## src/rtl/rx_byte_tally.sv

```systemverilog
module rx_byte_tally #(
  parameter int CNT_W = 10
) (
  input  logic             clk,
  input  logic             rst_n,
  input  logic             bus_rst,
  input  logic             byte_wr,
  input  logic             pkt_end,
  input  logic             out_tok,
  input  logic             wr_en,
  input  logic [1:0]       wr_sel,
  input  logic             wr_bit,
  input  logic             dir_tx,
  input  logic [CNT_W-1:0] max_pkt,
  input  logic             rd_sel,
  output logic [7:0]       rd_data,
  output logic             pkt_rdy,
  output logic             stall
);
  localparam int VIEW_W = 16;

  logic [CNT_W-1:0]  cnt;
  logic [VIEW_W-1:0] view;

  wire stall_wr  = wr_en && (wr_sel == 2'd2);
  wire rdy_wr    = wr_en && (wr_sel == 2'd3);
  wire stall_clr = stall_wr && !wr_bit;
  wire rdy_clr   = rdy_wr && !wr_bit;
  wire wipe      = bus_rst || out_tok || rdy_clr || stall_clr;
  wire bump      = byte_wr && !dir_tx && !pkt_rdy && (cnt < max_pkt);

  always_ff @(posedge clk or negedge rst_n) begin
    if (!rst_n)    cnt <= '0;
    else if (wipe) cnt <= '0;
    else if (bump) cnt <= cnt + CNT_W'(1);
  end

  always_ff @(posedge clk or negedge rst_n) begin
    if (!rst_n)                    pkt_rdy <= 1'b0;
    else if (bus_rst || rdy_clr)   pkt_rdy <= 1'b0;
    else if (pkt_end && !dir_tx)   pkt_rdy <= 1'b1;
  end

  always_ff @(posedge clk or negedge rst_n) begin
    if (!rst_n)        stall <= 1'b0;
    else if (bus_rst)  stall <= 1'b0;
    else if (stall_wr) stall <= wr_bit;
  end

  assign view    = VIEW_W'(cnt);
  assign rd_data = rd_sel ? view[15:8] : view[7:0];
endmodule


```

## config.mk

```make
export PLATFORM = sky130hd
export DESIGN_NAME = rx_byte_tally
export DESIGN_NICKNAME = d
export VERILOG_FILES = /design/src/rtl/rx_byte_tally.sv
export SDC_FILE = /design/constraint.sdc
export NUM_CORES = 1
export LEC_CHECK = 0
export BUFFER_PORTS_ARGS = -buffer_cell sky130_fd_sc_hd__buf_2
export CAP_MARGIN = 10
export CORE_UTILIZATION = 54
export CTS_CLUSTER_DIAMETER = 30
export DETAILED_ROUTE_END_ITERATION = 12
export GPL_ROUTABILITY_DRIVEN = 0
export GPL_TIMING_DRIVEN = 0
export PLACE_DENSITY = 0.92
export SLEW_MARGIN = 30
export SYNTH_ARGS = -nofsm -noshare
export SYNTH_HDL_FRONTEND = slang
export SYNTH_SLANG_ARGS = --single-unit
```

## constraint.sdc

```tcl
create_clock -name clk -period 6.2 [get_ports clk]
set_clock_uncertainty 0.2 [all_clocks]
set_input_delay 0 -clock clk [delete_from_list [all_inputs] [get_ports clk]]
set_output_delay 0 -clock clk [all_outputs]
set_load 0.005 [all_outputs]
```

==> metrics.txt <==
Tmin final 2.614 ns; fill count between 100 and 150; layout cells sized above 1 0.3108; CTS sink cnt 12; Area contributors post-synth dfrtp_1 (30%), ha_1 (13%), a21oi_1 (6.0%); setup bufs post-CTS 0; #FFs+latches synth 12; synthesized area per cell 9.296 µm²; Core Region around 1700 µm²; Worst path slowest cell or4_1; register area share after synthesis 0.3019; Slew Limit Fails 0; Worst Setup SP cnt[3]; total track usage 0.2927; worst path cell trace ha_1, a21o_1, a21oi_1, o22ai_1, dlygate4sd1_1, or4_1, a21oi_1; Slew @ Worst Pin ~0.57 ns; CP arrival approximately 2.6 ns; most frequent CP cell a21oi_1; Post-CTS Hold Buffers 7; Initial Utilization 0.5761; DR WL met2 between 1 and 1.5 mm; vias in the first global route 997; CTS root buf clkbuf_4; HP Class in -> reg; routed wire length 2.702 mm; reg-to-reg startpoint cnt[3]; WS Path Type reg -> reg; RSZ-0062 raised after global routing no; total vias in the final route ~1000; cell taking the most area after synthesis dfrtp_1; DIE WIDTH 44.92 µm; clock tree from TritonCTS built; Setup TNS 0 ns; synthesis-to-finish area growth 28.05%; grt ovf 0; I/O pin total 32; Pleak 0.6605 nW; Detail Placement HPWL between 1.5 and 2 mm; maximum number of pins on one net before global-route repair 13; drt wl/cell between 15 and 20 µm; max_cap viols 0; first-pass GRT wire length between 4 and 5 mm; CTS buffer count 3; post-synthesis net count ~140; routed vias/inst about 6.1; M1 wire length roughly 1.1 mm; Max Used Layer met4; drt pass-1 iters 4; ant diodes 0; data required time at the worst endpoint just over 6 ns; reg2reg path depth 7; worst setup path end cnt[5]; Max Clock Freq approximately 0.38 GHz; fin util 0.7377; CP endpoint kind flip-flop; Synth Instances between 100 and 150; Synth top area share 0.3019; Die Y approximately 45 µm; met3 routed WL 174 µm; Post-Syn Area approximately 990 µm²; # nets final approximately 180; Clk Latency, worst-skew pair about 0.28 ns; DRT iter0 DRCs 35; pwr dens 123.8 nW/µm²; r2r setup slk approximately 3.6 ns; maximum vdd drop about 0.00009 V; crit path max fanout 10; clock buffer depth 2; H-tree Lvls 1; endpoints failing setup 0; hold_sp dir_tx; Reg clk slew, reported paths approximately 0.070 ns; CP peak stage delay between 0.5 and 0.6 ns; relative max-transition margin 0.6189; Residual DRC 0; hold slack between 0.08 and 0.09 ns; row count 15; Final Cycle Share 0.4216; Synth warnings 0; port bufs 31; Synth cell types 35; Resize count post-CTS 0; FF-to-FF End cnt[5]; die area around 2000 µm²; status finished clean; Final Hold Viols 0; crit path launch type flip-flop; initial antenna violation count 0; final antenna-violating net count 0
==> power by group <==
part	internal (mW)	switching, mW
Sequential	0.0790	0.000746
Clock	0.0226	0.0267
Combinational	0.0146	0.0141
Total	0.116	0.0416
==> cell type report <==
class	instances	area, µm²	share of cell area
multi-input combinational	81	618.1	0.4853
sequential	12	300.3	0.2358
timing repair buffer	38	225.2	0.1768
clock buffer	3	22.52	0.01768
inverter	10	37.54	0.02947
buffer	4	38.79	0.03045
tap	25	31.28	0.02456
==> cells by family (layout without fill, tap and decap cells) <==
family / Yosys count / in the layout / share of synthesized area
compound gates: 29 / 29 / 0.2063
buf+inv: 14 / 55 / 0.07674
flops: 12 / 12 / 0.3019
fa+ha+maj: 10 / 10 / 0.1258
simple gates: 39 / 39 / 0.2566
mux: 3 / 3 / 0.03270
==> state kept, by name, indices dropped and copies added, names as in the netlist <==
register	flops
stall	1
cnt	10
pkt_rdy	1
==> routing by layer <==
metal	track usage	up-vias
met3	0.07600	11
met5	0	-
met4	0.1455	0
met1	0.3426	505
li1	-	483
met2	0.4928	48
==> worst min path at each step <==
stage               slack, ns      to  cells after the start
floorplan               -0.50  cnt[0]                      0
global placement        -0.31  cnt[4]                      1
detailed placement      -0.31  cnt[4]                      1
CTS                      0.08  cnt[2]                      6
global route             0.13  cnt[9]                      6
finish                   0.08  cnt[2]                      6
==> cell usage in the layout, fill, tap and decap left out, drive strengths merged <==
master / instances
buf: 34
a21oi: 13
dfrtp: 12
inv: 10
ha: 10
dlygate4sd3: 7
nor2b: 6
o31ai: 6
or4: 6
nand2: 6
nand3: 4
and4: 4
or3: 4
nor2: 3
clkbuf: 3
o21ai: 3
mux2: 2
nand4: 2
mux2i: 1
a21o: 1
nand2b: 1
o22ai: 1
dlygate4sd1: 1
a211o: 1
o211ai: 1
or4b: 1
and3: 1
a211oi: 1
nor3b: 1
o21a: 1
o21ba: 1
==> through the flow <==
| step | instance area, µm² | setup slack, ns | power (mW) | cells |
|---|---|---|---|---|
| floorplan | 994.7 | 3.934 | 0.09370 | 107 |
| global placement | 1181 | 3.760 | 0.1045 | 163 |
| global route | 1274 | 3.514 | 0.1639 | 173 |
| finish | 1274 | 3.586 | 0.1577 | 173 |
| CTS | 1274 | 3.663 | 0.1576 | 173 |
| detailed placement | 1181 | 3.680 | 0.1063 | 163 |
==> worst max-delay path: cells and delay by family, from the launching register on <==
| kind | cells | cell delay (ns) |
|---|---|---|
| buf+inv | 1 | 0.35 |
| fa+ha+maj | 1 | 0.33 |
| simple gates | 1 | 0.56 |
| flops | 1 | 0.46 |
| compound gates | 4 | 0.63 |
==> Yosys cell counts (all sizes together) <==
master	count
a211o	1
a211oi	1
a21o	1
a21oi	13
and3	1
and4	4
buf	3
dfrtp	12
dlygate4sd1	1
ha	10
inv	10
mux2	2
mux2i	1
nand2	6
nand2b	1
nand3	4
nand4	2
nor2	3
nor2b	6
nor3b	1
o211ai	1
o21a	1
o21ai	3
o21ba	1
o22ai	1
o31ai	6
or3	4
or4	6
or4b	1
Power figures use the tool's default switching activity.
